$ cat config.mk
export PLATFORM = sky130hd
export DESIGN_NAME = card_cmd_typer
export DESIGN_NICKNAME = d
export VERILOG_FILES = /design/src/rtl/cct_pkg.sv /design/src/rtl/cct_defaults_lut.sv /design/src/rtl/cct_rsp_pack.sv /design/src/rtl/cct_irq_latch.sv /design/src/rtl/card_cmd_typer.sv
export SDC_FILE = /design/constraint.sdc
export NUM_CORES = 1
export LEC_CHECK = 0
export ABC_AREA = 0
export ABC_CLOCK_PERIOD_IN_PS = 2200
export BUFFER_PORTS_ARGS = -buffer_cell sky130_fd_sc_hd__buf_4
export CAP_MARGIN = 20
export CORE_AREA = 2 2 143 145
export DETAILED_ROUTE_END_ITERATION = 8
export DIE_AREA = 0 0 145 147
export GPL_TIMING_DRIVEN = 0
export HOLD_SLACK_MARGIN = 0.06
export PLACE_DENSITY = 0.71
export SYNTH_ARGS = -nofsm -noshare
export SYNTH_HDL_FRONTEND = slang
export SYNTH_HIERARCHICAL = 1
export SYNTH_SLANG_ARGS = --single-unit
$ cat constraint.sdc
create_clock -name clk -period 2.2 [get_ports clk]
set_clock_uncertainty 0.15 [all_clocks]
set_input_delay 0.44 -clock clk [delete_from_list [all_inputs] [get_ports clk]]
set_output_delay 0.44 -clock clk [all_outputs]
set_load 0.03 [all_outputs]
$ cat src/rtl/cct_pkg.sv
// Shared types and the built-in default type table for the command typer.
// Assumes a 6-bit command index; the table is computed by a function.
package cct_pkg;

    localparam int IDX_W = 6;
    localparam int CT_W  = 2;
    localparam int RT_W  = 3;

    typedef logic [CT_W-1:0] ctype_t;
    typedef logic [RT_W-1:0] rtype_t;

    typedef struct packed {
        ctype_t ct;
        rtype_t rt;
    } cr_pair_t;

    // Default command/response type pair for a command index.
    function automatic cr_pair_t cct_default(input logic [IDX_W-1:0] idx);
        cr_pair_t p;
        p.ct = 2'd0;
        p.rt = 3'd0;
        case (idx) inside
            6'd8, 6'd11, 6'd14, 6'd17, 6'd18, 6'd30, 6'd31: p.ct = 2'd1;
            6'd20, [6'd24:6'd27], 6'd42:                    p.ct = 2'd2;
            6'd19, 6'd56:                                   p.ct = 2'd3;
            default:                                        p.ct = 2'd0;
        endcase
        case (idx) inside
            6'd1:                                           p.rt = 3'd3;
            6'd2, 6'd9, 6'd10:                              p.rt = 3'd2;
            6'd39:                                          p.rt = 3'd4;
            6'd40:                                          p.rt = 3'd5;
            6'd56:                                          p.rt = 3'd7;
            6'd3, [6'd5:6'd8], [6'd11:6'd14], [6'd16:6'd20],
            [6'd23:6'd31], 6'd35, 6'd36, 6'd38, 6'd42, 6'd55: p.rt = 3'd1;
            default:                                        p.rt = 3'd0;
        endcase
        return p;
    endfunction

endpackage

$ cat src/rtl/cct_defaults_lut.sv
// Looks up the default type pair and applies the software XOR corrections.
// Purely combinational; assumes the index is already 6 bits wide.
module cct_defaults_lut
    import cct_pkg::*;
(
    input  logic [IDX_W-1:0] idx,
    input  ctype_t           ct_xor,
    input  rtype_t           rt_xor,
    output ctype_t           eff_ct,
    output rtype_t           eff_rt
);
    cr_pair_t dflt;

    // Table lookup followed by the XOR correction.
    always_comb begin
        dflt   = cct_default(idx);
        eff_ct = dflt.ct ^ ct_xor;
        eff_rt = dflt.rt ^ rt_xor;
    end
endmodule

$ cat src/rtl/cct_rsp_pack.sv
// Arranges raw response bits into the low/high response register images and
// extracts the card status of a short response. Combinational only.
module cct_rsp_pack #(
    parameter int RSP_W   = 64,
    parameter int SHORT_W = 48,
    parameter int STAT_LSB = 8,
    parameter int STAT_W  = 32
) (
    input  logic               is_long,
    input  logic [2*RSP_W-1:0] bits,
    output logic [RSP_W-1:0]   lo_img,
    output logic [RSP_W-1:0]   hi_img,
    output logic [STAT_W-1:0]  card_status
);
    localparam int PAD_W = RSP_W - SHORT_W;

    // Long responses fill both registers; short ones sit zero-extended in lo.
    always_comb begin
        if (is_long) begin
            hi_img = bits[2*RSP_W-1:RSP_W];
            lo_img = bits[RSP_W-1:0];
        end else begin
            hi_img = '0;
            lo_img = {{PAD_W{1'b0}}, bits[SHORT_W-1:0]};
        end
        card_status = bits[STAT_LSB+STAT_W-1:STAT_LSB];
    end
endmodule

$ cat src/rtl/cct_irq_latch.sv
// Bank of sticky event bits with write-one-to-clear; a set beats a clear.
module cct_irq_latch #(
    parameter int N = 3
) (
    input  logic         clk,
    input  logic         rst_n,
    input  logic [N-1:0] set,
    input  logic         clr_wr,
    input  logic [N-1:0] clr,
    output logic [N-1:0] pend
);
    for (genvar g = 0; g < N; g++) begin : g_bit
        // One sticky bit: reset, set priority, then software clear.
        always_ff @(posedge clk) begin
            if (!rst_n)
                pend[g] <= 1'b0;
            else if (set[g])
                pend[g] <= 1'b1;
            else if (clr_wr && clr[g])
                pend[g] <= 1'b0;
        end
    end
endmodule

$ cat src/rtl/card_cmd_typer.sv
// Command issue and response capture with per-index default types corrected
// by XOR. Assumes one command in flight; the response arrives on a port.
module card_cmd_typer
    import cct_pkg::*;
#(
    parameter int          ARG_W        = 32,
    parameter int          RSP_W        = 64,
    parameter int          STAT_W       = 32,
    parameter logic [31:0] STS_ERR_MASK = 32'hFFF8_0000
) (
    input  logic               clk,
    input  logic               rst_n,
    input  logic               cmd_wr,
    input  logic               cmd_valid,
    input  logic [5:0]         cmd_idx,
    input  logic [ARG_W-1:0]   cmd_arg,
    input  logic [1:0]         cmd_ctype_xor,
    input  logic [2:0]         cmd_rtype_xor,
    output logic               iss_valid,
    output logic [5:0]         iss_idx,
    output logic [ARG_W-1:0]   iss_arg,
    output logic [1:0]         iss_ctype,
    output logic [2:0]         iss_rtype,
    output logic               busy,
    input  logic               rsp_in_valid,
    input  logic [2*RSP_W-1:0] rsp_in_bits,
    input  logic               rsp_in_crc_bad,
    input  logic               rsp_in_timeout,
    output logic [RSP_W-1:0]   rsp_lo,
    output logic [RSP_W-1:0]   rsp_hi,
    output logic               sts_rsp_val,
    output logic [2:0]         sts_rsp_type,
    output logic               sts_crc_err,
    output logic               sts_timeout,
    output logic               sts_bad_sts,
    output logic               sts_collide,
    output logic [1:0]         irq_pend,
    input  logic               irq_clr_wr,
    input  logic [2:0]         irq_clr
);
    localparam int     N_EVT   = 3;
    localparam rtype_t RT_NONE = 3'd0;
    localparam rtype_t RT_R1   = 3'd1;
    localparam rtype_t RT_LONG = 3'd2;

    ctype_t            eff_ct;
    rtype_t            eff_rt;
    logic [RSP_W-1:0]  lo_img, hi_img;
    logic [STAT_W-1:0] card_status;
    logic              accept, collide;
    logic              comp_nil, comp_to, comp_rsp;
    logic              crc_hit, bad_hit, set_done, set_err;
    logic [N_EVT-1:0]  evt_pend;

    cct_defaults_lut u_lut (
        .idx    (cmd_idx),
        .ct_xor (cmd_ctype_xor),
        .rt_xor (cmd_rtype_xor),
        .eff_ct (eff_ct),
        .eff_rt (eff_rt)
    );

    cct_rsp_pack #(.RSP_W(RSP_W), .STAT_W(STAT_W)) u_pack (
        .is_long     (iss_rtype == RT_LONG),
        .bits        (rsp_in_bits),
        .lo_img      (lo_img),
        .hi_img      (hi_img),
        .card_status (card_status)
    );

    // Decode of acceptance, completion kind and error conditions.
    always_comb begin
        accept   = cmd_wr && cmd_valid && !busy;
        collide  = cmd_wr && cmd_valid && busy;
        comp_nil = busy && (iss_rtype == RT_NONE);
        comp_to  = busy && (iss_rtype != RT_NONE) && rsp_in_timeout;
        comp_rsp = busy && (iss_rtype != RT_NONE) && !rsp_in_timeout && rsp_in_valid;
        crc_hit  = rsp_in_crc_bad && ((iss_rtype == RT_R1) || (iss_rtype == RT_LONG));
        bad_hit  = (iss_rtype == RT_R1) && ((card_status & STS_ERR_MASK) != '0);
        set_done = comp_nil || (comp_rsp && !crc_hit && !bad_hit);
        set_err  = comp_to || (comp_rsp && (crc_hit || bad_hit));
    end

    // Command state, issue fields, response registers and status flags.
    always_ff @(posedge clk) begin
        if (!rst_n) begin
            busy         <= 1'b0;
            iss_valid    <= 1'b0;
            iss_idx      <= '0;
            iss_arg      <= '0;
            iss_ctype    <= '0;
            iss_rtype    <= '0;
            rsp_lo       <= '0;
            rsp_hi       <= '0;
            sts_rsp_val  <= 1'b0;
            sts_rsp_type <= '0;
            sts_crc_err  <= 1'b0;
            sts_timeout  <= 1'b0;
            sts_bad_sts  <= 1'b0;
        end else begin
            iss_valid <= accept;
            if (accept) begin
                busy         <= 1'b1;
                iss_idx      <= cmd_idx;
                iss_arg      <= cmd_arg;
                iss_ctype    <= eff_ct;
                iss_rtype    <= eff_rt;
                sts_rsp_type <= eff_rt;
                sts_rsp_val  <= 1'b0;
                sts_crc_err  <= 1'b0;
                sts_timeout  <= 1'b0;
                sts_bad_sts  <= 1'b0;
            end else if (comp_nil) begin
                busy <= 1'b0;
            end else if (comp_to) begin
                busy        <= 1'b0;
                sts_timeout <= 1'b1;
            end else if (comp_rsp) begin
                busy        <= 1'b0;
                rsp_lo      <= lo_img;
                rsp_hi      <= hi_img;
                sts_rsp_val <= 1'b1;
                sts_crc_err <= crc_hit;
                sts_bad_sts <= bad_hit;
            end
        end
    end

    cct_irq_latch #(.N(N_EVT)) u_irq (
        .clk    (clk),
        .rst_n  (rst_n),
        .set    ({collide, set_err, set_done}),
        .clr_wr (irq_clr_wr),
        .clr    (irq_clr),
        .pend   (evt_pend)
    );

    assign irq_pend    = evt_pend[1:0];
    assign sts_collide = evt_pend[2];

endmodule

==> impl_metrics.toml, run 1 <==
[timing]
setup_viols_final = 0
fmax_ghz = 0.495
finalCritPeriodShare = 0.918
timing_hold_violations_final = 0
worst_hold_slack_ps = 79.1
slew_violations = 0
post-route-min-period_ps = 2020
slew_at_the_pin_with_the_worst_max_slew_slack_ps = 699
smallest_setup_slack_after_layout_ps = 180
grt_setup_unrepaired = "no"
slew_headroom = 0.532

[setup_path]
worst-r2r-cell-count = 5
crit_path_max_fanout = 10
critical_path.reg2reg.startpoint = "sts_rsp_type[1]"
critical_path.startpoint_type = "flip-flop"
reg2reg_setup_slack_ps = 180
timing.critical_path.required_ps = 2410
worstPathArrival_ps = 2230
crit_start = "sts_rsp_type[1]"
critPathCaptureType = "flip-flop"
timing.setup.critical_path_class = "flip-flop to flip-flop"
reg2reg_to = "rsp_hi[5]"

[grt]
grt.overflow.total = 0
grt_max_degree = 17
grt_first_pass_wirelength_um = 37600
grt-busiest-layer = "met2"
antenna_found_initial = 0
grt_use_total = 0.222
m1_gr_usage = 0.260
groute.layer.met3.usage = 0.0680
global_route.usage.met2 = 0.392
grt_pass1_vias = 7023

[pwr]
vdd_drop_max_uv = 474
power_leakage_nw = 5.07
power.density_nw_per_um2 = 632

[layout]
stdcell_count = 1564
area.growth.synth_to_final_pct = 46.0
drive_gt1_frac = 0.418
antenna_cells = 0
nets = 1464
fillerInstances = 1823

[cts]
latest_clock_arrival_within_the_worst_skew_pair_ps = 420
tritoncts_clock_tree = "yes"
cts.sinks = 180
h-tree-depth = 4
cts-buffers-inserted = 17
clock_tree.root_cell = "clkbuf_16"
cts.path.max_buffers = 2
clk_transition_reported_paths_ps = 70

[floorplanning]
initial_utilization = 0.401
die_height_um = 147
area_of_the_die_sq_um = 21300
num_io_pins = 365
placement_rows = 52
die_x_um = 145
floorplan.core_area_sq_um = 19800

[yosys]
netlist_area_sq_um = 7960
synthesis.instances = 913
synth.yosys.warnings = 6
avgSynthCellArea_sq_um = 8.72
synth.net_count = 1095

[run]
max-cap-violations = 0

[detailed_routing]
post-route-drc-count = 0
antenna_violating_nets_post_route = 0
drt_iter0_markers = 262
drt_first_pass_iters = 4
viasPerCell = 4.71
wl_um = 24400
via_count = 7373
post_drt_wl_per_cell_um = 15.6

[min_path]
min_delay_worst_endpoint = "u_irq/pend[1]"
hold_path.class = "input port to flip-flop"
hold-path-cell-count = 2
holdCritStartpoint = "irq_clr_wr"

[place]
dp.final_hpwl_um = 18400
placed_cells_incl_taps = 1499
numPortBuffers = 316
dpl_worst_slack_ps = -40.2
place.gp.congestion = 0.807

[outcome]
outcome = "finished, final reports clean"
stage by stage:
stage	util	TNS (ps)	instance area (sq um)	power, mW
detailed placement	0.538	-133	10700	4.21
CTS	0.585	0	11600	7.42
global placement	0.538	-52180	10700	4.20
floorplan	-	0	7960	3.85
finish	0.585	0	11600	7.34
global route	0.585	0	11600	7.62
layer usage:
layer  wire length [um]  vias to the layer above  share of wire
li1                   -                     3678              -
met1              10200                     3401           0.42
met2              12100                      263           0.50
met3               1720                       31          0.070
met4                448                        0          0.018
met5                  0                        -              0
cell type report:
type / instances / area, sq um / share of cell area
sequential: 180 / 3600 / 0.310
timing repair buffer: 350 / 2710 / 0.233
multi-input combinational: 597 / 3460 / 0.298
clock buffer: 19 / 433 / 0.0373
tap: 270 / 338 / 0.0291
buffer: 131 / 887 / 0.0764
inverter: 5 / 18.8 / 0.00162
clock inverter: 12 / 168 / 0.0144
critical path, cell delays in order (launching register included):
cell	delay, ps
dfxtp_1	530
nor3b_4	580
clkbuf_2	320
and2_2	190
nand2_1	50
a21boi_0	130
power by group:
group / total (mW) / leakage [nW] / internal, mW / switching (mW)
clock network: 3.16 / 0.283 / 1.81 / 1.36
logic: 0.840 / 3.33 / 0.470 / 0.370
registers: 3.34 / 1.46 / 3.31 / 0.0341
total: 7.34 / 5.07 / 5.58 / 1.76
registers in the layout (all words and copies together) (netlist names):
| name | flops |
|---|---|
| iss_idx | 6 |
| sts_timeout | 1 |
| sts_rsp_type | 3 |
| rsp_lo | 64 |
| iss_arg | 32 |
| iss_ctype | 2 |
| sts_bad_sts | 1 |
| rsp_hi | 64 |
| busy | 1 |
| iss_valid | 1 |
| sts_crc_err | 1 |
| u_irq/pend | 3 |
| sts_rsp_val | 1 |
layout by cell type, fill, tap and decap left out, drive strengths merged, types with 2 or more instances in the layout:
cell and n:
nor2 12, a22oi 2, inv 10, xnor2 3, nor2b 5, o21ai 11
clkinvlp 3, nor3b 3, a21oi 6, a22o 44, a32oi 2, nor3 5
dlygate4sd3 32, clkbuf 50, nand4 2, dfxtp 180, and2 80, bufinv 3
a21boi 128, nand2 264, a31oi 3, xor2 3, nor4 2, buf 418
a311oi 3, nand3 5
what timing repair did:
action | 4_1_cts | 5_1_grt
endpoints found under the setup margin | 41 | 1
endpoints found under the hold margin | 31 | 0
setup buffers | 0 | 2
pin swaps | 0 | 1
hold buffers | 32 | 0
gates cloned | 0 | 0
gates resized for setup | 1 | 1
worst max-delay path by stage:
| stage | end | slack (ps) | cells past startpoint |
|---|---|---|---|
| after floorplan | rsp_hi[0] | 280 | 5 |
| after global routing | rsp_hi[14] | 20 | 5 |
| after global placement | rsp_hi[5] | -720 | 5 |
| after CTS | u_irq/pend[0] | 110 | 7 |
| after detailed placement | rsp_lo[62] | -40 | 5 |
| final | rsp_hi[5] | 180 | 5 |
No activity file was read; power rests on OpenSTA's default activity.
==> run 2, diff against run 1 <==
SETUP_SLACK_MARGIN = 0.2   (was not set)
==> run 2 against run 1 <==
Against the previous run: global-route usage rose by 0.060 points; setup slack improved by 130 ps; count of clock-buffer cells in the layout did not move; hold slack got worse by 1.3 ps.
==> impl_metrics.toml, run 2 (synthesized netlist as in run 1, its figures left out) <==
[setup_path]
cp_peak_stage_delay_ps = 350
path_delay_family = "buffers and inverters"
worstPathArrival_ps = 2070
critical_path.startpoint_type = "flip-flop"
cell_seen_most_often_among_critical_path_stages = "buf_6"
timing.setup.critical_path_class = "flip-flop to flip-flop"
cp_num_buf_inv = 4
timing.critical_path.required_ps = 2370
crit_slowest_cell = "dfxtp_1"
crit_path_max_fanout = 10
worstPathCellList = "buf_6 -> o31a_1 -> and3b_1 -> buf_2 -> buf_8 -> buf_6 -> nand2_1 -> a21boi_1"
critPathCaptureType = "flip-flop"

[timing]
fmax_ghz = 0.528
slew_violations = 0
timing_hold_violations_final = 0
slew_headroom = 0.533
grt_setup_unrepaired = "yes"
smallest_setup_slack_after_layout_ps = 307
post-route-min-period_ps = 1890
slew_at_the_pin_with_the_worst_max_slew_slack_ps = 698
setup_viols_final = 0
finalCritPeriodShare = 0.861
setup-tns-final_ps = 0

[pwr]
finalPower_mw = 7.35
power_leakage_nw = 5.10
power.density_nw_per_um2 = 630
vdd_drop_max_uv = 480

[detailed_routing]
viasPerCell = 4.72
post_drt_wl_per_cell_um = 15.6
post-route-drc-count = 0
via_count = 7395
drt_iter0_markers = 233
wl_um = 24500
antenna_violating_nets_post_route = 0
drt_first_pass_iters = 4

[layout]
drive_gt1_frac = 0.420
fillerInstances = 1815
most_frequent_standard_cell_in_the_layout_excluding_fill_and_tap_cells = "buf_4"
finish.utilization = 0.588
multi_input_area_sq_um = 3460
post_route_cell_area_sq_um = 11700
largest_registers = "rsp_hi (64), rsp_lo (64), iss_arg (32)"
commonest_non_fill_non_tap_cells_in_the_layout = "393 x buf_4, 264 x nand2_1, 178 x dfxtp_1"
antenna_cells = 0
sequential_cell_area_sq_um = 3610
area.growth.synth_to_final_pct = 46.5
nets = 1467

[place]
dpl_worst_slack_ps = -40.2
placedInstanceArea_sq_um = 10700
numPortBuffers = 316
dp.final_hpwl_um = 18400
place.gp.congestion = 0.807

[grt]
antenna_found_initial = 0
grt_pass1_vias = 7039
grt_max_degree = 17
grt.overflow.total = 0
grt_use_total = 0.223
grt_first_pass_wirelength_um = 37700

[cts]
latest_clock_arrival_within_the_worst_skew_pair_ps = 430
tritoncts_clock_tree = "yes"
h-tree-depth = 4
cts.path.max_buffers = 2
cts-buffers-inserted = 17
cts.sinks = 180
clock_tree.root_cell = "clkbuf_16"
clk_transition_reported_paths_ps = 70

[floorplanning]
die_height_um = 147
floorplan.core_area_sq_um = 19800
placement_rows = 52
die_x_um = 145
num_io_pins = 365
area_of_the_die_sq_um = 21300
initial_utilization = 0.401

[run]
max-cap-violations = 0

[min_path]
hold_path.class = "input port to flip-flop"

[outcome]
outcome = "finished, final reports clean"
run 2: cell count changes in the layout (fill, tap and decap cells not counted), sizes merged:
cell	change
buf	+3
run 2: worst reg2reg max path, cell delays in order (launching register included):
cell      delay, ps
dfxtp_1         350
buf_6           150
o31a_1          320
and3b_1         200
buf_2           150
buf_8           160
buf_6           150
nand2_1          90
a21boi_1         60
run 2: final timing paths:
| check | startpoint | endpoint | slack, ps | depth (start not counted) |
|---|---|---|---|---|
| worst max register to register | sts_rsp_type[0] | rsp_hi[60] | 310 | 8 |
| worst min register to register | rsp_hi[37] | rsp_hi[37] | 300 | 2 |
| worst min-delay path | irq_clr_wr | u_irq/pend[1] | 80 | 2 |
| worst max-delay path | sts_rsp_type[0] | rsp_hi[60] | 310 | 8 |
run 2: layer usage:
layer | up-vias | wire length, um | global-route usage | share of wire
met3 | 34 | 1790 | 0.0680 | 0.073
li1 | 3685 | - | - | -
met2 | 271 | 12100 | 0.394 | 0.49
met4 | 0 | 476 | 0.0668 | 0.019
met1 | 3405 | 10100 | 0.260 | 0.41
met5 | - | 0 | 0 | 0
run 2: area by class of cell:
cell class	count	area share
Tap cell	270	0.0290
Clock inverter	12	0.0144
Timing Repair Buffer	353	0.235
Buffer	131	0.0767
Multi-Input combinational cell	597	0.297
Clock buffer	19	0.0371
Sequential cell	180	0.309
Inverter	5	0.00161
run 2: metrics by stage:
stage | std cells | hold slack (ps)
2_1_floorplan | 913 | 398
3_3_place_gp | 1499 | 291
3_5_place_dp | 1499 | 295
4_1_cts | 1565 | 60.4
5_1_grt | 1567 | 61.2
6_report | 1567 | 77.8
run 2: what timing repair did:
item	in CTS	in global routing
gates resized for setup	3	2
pin swaps	1	0
endpoints found under the hold margin	31	0
buffers inserted	3	2
endpoints found under the setup margin	82	63
hold buffers	32	0
run 2: power breakdown:
part	leakage, nW	switching (mW)	internal [mW]
clock network	0.283	1.36	1.81
registers	1.46	0.0340	3.31
logic	3.36	0.372	0.473
total	5.10	1.76	5.59
==> run 3, diff against run 2 <==
CORE_AREA = 2 2 141 143   (was 2 2 143 145)
DIE_AREA = 0 0 143 145   (was 0 0 145 147)
PLACE_DENSITY = 0.66   (was 0.71)
SYNTH_HIERARCHICAL = not set   (was 1)
==> run 3 against run 2 <==
Against the previous run: utilization decreased by 4.0 points; global-route usage is essentially flat; wire length fell by 3.3%; first-iteration DRC count up 24%; critical path type unchanged; via count shrank 1.5%; cell area fell by 9.7%; register-to-register slack is essentially flat; die area decreased by 2.7%; highest routed layer unchanged; combinational power is 7.0% lower; synthesized cell count fell by 5.8%; flip-flop and latch count stayed put.
==> impl_metrics.toml, run 3 <==
[outcome]
outcome = "finished, final reports clean"

[cts]
latest_clock_arrival_within_the_worst_skew_pair_ps = 420
cts_post_setup_buffers_inserted = 0
cts.sinks = 180
clock_tree.root_cell = "clkbuf_16"
h-tree-depth = 4
clk_transition_reported_paths_ps = 70
cts-buffers-inserted = 17
cts.path.max_buffers = 2
tritoncts_clock_tree = "yes"

[floorplanning]
placement_rows = 51
die_height_um = 145
area_of_the_die_sq_um = 20700
die_x_um = 143
num_io_pins = 365
initial_utilization = 0.352
floorplan.core_area_sq_um = 19200

[grt]
grt_use_total = 0.223
grt-busiest-layer = "met2"
groute.layer.met3.usage = 0.0766
grt_pass1_vias = 6823
m1_gr_usage = 0.260
antenna_found_initial = 0
global_route.usage.met2 = 0.376
grt.overflow.total = 0
grt_first_pass_wirelength_um = 36300
grt_max_degree = 17

[place]
numPortBuffers = 363
placedInstanceArea_sq_um = 9820
dp.final_hpwl_um = 18000
dpl_worst_slack_ps = -203
place.gp.congestion = 0.812

[min_path]
min_delay_worst_endpoint = "rsp_lo[24]"
hold-path-cell-count = 3
hold_path.class = "input port to flip-flop"
holdCritStartpoint = "rsp_in_bits[24]"

[yosys]
yosysMostFrequentCell = "nand2_1"
synth.top_cell.area_share = 0.533
synthesis.instances = 860
synth_ff_type = "dfxtp_1"
yosys-top-cells-count = "264 x nand2_1, 180 x dfxtp_1, 172 x a21oi_1, 84 x nand3_1, 42 x clkbuf_1"
synth.net_count = 1042
synth-edff-count = 0
yosys.cell_types.count = 42
synth_area_leaders = "dfxtp_1 53%, nand2_1 15%, a21oi_1 13%, nand3_1 6.2%, clkbuf_1 2.3%"
synth.yosys.warnings = 0
synth_sequential_area_ratio = 0.533
netlist_area_sq_um = 6760
async_reset_ff_frac = 0
ys_seq_elements = 180
synth_area_leader_cell = "dfxtp_1"
avgSynthCellArea_sq_um = 7.87

[layout]
commonest_non_fill_non_tap_cells_in_the_layout = "370 x buf_4, 264 x nand2_1, 176 x dfxtp_1"
drive_gt1_frac = 0.359
most_frequent_standard_cell_in_the_layout_excluding_fill_and_tap_cells = "buf_4"
nets = 1424
antenna_cells = 0
area.growth.synth_to_final_pct = 55.6
fillerInstances = 1885
post_route_cell_area_sq_um = 10500
largest_registers = "rsp_hi (64), rsp_lo (64), iss_arg (32)"

[detailed_routing]
post-route-drc-count = 0
antenna_violating_nets_post_route = 0
viasPerCell = 4.79
drt_first_pass_iters = 5
post_drt_wl_per_cell_um = 15.6
drt_iter0_markers = 288
via_count = 7284
wl_um = 23700

[setup_path]
timing.critical_path.required_ps = 2340
crit_start = "sts_rsp_type[0]"
worstPathArrival_ps = 2030
path_delay_family = "buffers and inverters"
critical_path.reg2reg.startpoint = "sts_rsp_type[0]"
crit_slowest_cell = "dfxtp_2"
timing.setup.critical_path_class = "flip-flop to flip-flop"
critical_path.startpoint_type = "flip-flop"
reg2reg_to = "rsp_hi[40]"
worstPathCellList = "buf_6 -> o31ai_4 -> nor2_1 -> and2_1 -> buf_4 -> buf_8 -> clkbuf_4 -> nand3_1 -> a21oi_1"
worst-r2r-cell-count = 9
cp_peak_stage_delay_ps = 340
crit_path_max_fanout = 10
critPathCaptureType = "flip-flop"
cp_num_buf_inv = 4
reg2reg_setup_slack_ps = 300

[timing]
timing_hold_violations_final = 0
post-route-min-period_ps = 1900
finalCritPeriodShare = 0.862
smallest_setup_slack_after_layout_ps = 304
worst_hold_slack_ps = 109
slew_headroom = 0.509
setup-tns-final_ps = 0
grt_setup_unrepaired = "no"
slew_violations = 0
slew_at_the_pin_with_the_worst_max_slew_slack_ps = 736
setup_viols_final = 0
fmax_ghz = 0.527

[pwr]
vdd_drop_max_uv = 555
finalPower_mw = 7.33
power_leakage_nw = 4.40
power.density_nw_per_um2 = 696

[run]
max-cap-violations = 0
-- run 3: stage by stage --
step           utilization  instances
4_1_cts              0.545       1520
6_report             0.548       1520
3_3_place_gp         0.511       1488
5_1_grt              0.548       1520
3_5_place_dp         0.511       1488
2_1_floorplan            -        860
-- run 3: kinds of logic (layout without fill, tap and decap cells) --
group           count (synthesis)  count (layout)  share of synthesized area
compound gates                198             198                      0.157
xor+xnor                        4               4                    0.00518
buf+inv                        79             474                     0.0525
flops                         180             180                      0.533
mux                             1               1                    0.00166
simple gates                  398             398                      0.251
-- run 3: metal layers --
layer,vias up,routed length (um)
met3,37,2210
li1,3654,-
met2,292,11400
met5,-,0
met4,0,524
met1,3301,9550
-- run 3: cell type report --
| type | instances | area, sq um | area share |
|---|---|---|---|
| multi-input combinational | 601 | 2820 | 0.268 |
| timing repair buffer | 363 | 2730 | 0.259 |
| inverter | 2 | 7.51 | 0.000713 |
| clock buffer | 20 | 447 | 0.0424 |
| clock inverter | 12 | 169 | 0.0160 |
| tap | 265 | 332 | 0.0315 |
| sequential | 180 | 3610 | 0.343 |
| buffer | 77 | 414 | 0.0393 |
-- run 3: power breakdown --
part / leakage (nW) / total [mW] / internal, mW / switching (mW)
logic: 2.65 / 0.786 / 0.366 / 0.419
registers: 1.46 / 3.34 / 3.31 / 0.0359
clock network: 0.299 / 3.20 / 1.85 / 1.35
-- run 3: worst max path at each step --
stage                             end  slack (ps)  cells past startpoint
final                      rsp_hi[40]         300                      9
after global routing        rsp_lo[6]         190                      7
after CTS                 iss_arg[17]         200                      5
after detailed placement    rsp_hi[1]        -200                      5
after global placement      rsp_hi[1]        -190                      5
after floorplan            rsp_hi[18]         290                      8
-- run 3: what timing repair did --
item,4_1_cts,5_1_grt
pin swaps,0,0
resized for setup,17,34
endpoints found under the setup margin,139,165
hold buffers,0,0
-- run 3: worst reg2reg max path: stages (launching register included) --
cell and delay (ps):
dfxtp_2 340, buf_6 140, o31ai_4 210, nor2_1 70
and2_1 160, buf_4 170, buf_8 150, clkbuf_4 190
nand3_1 110, a21oi_1 80
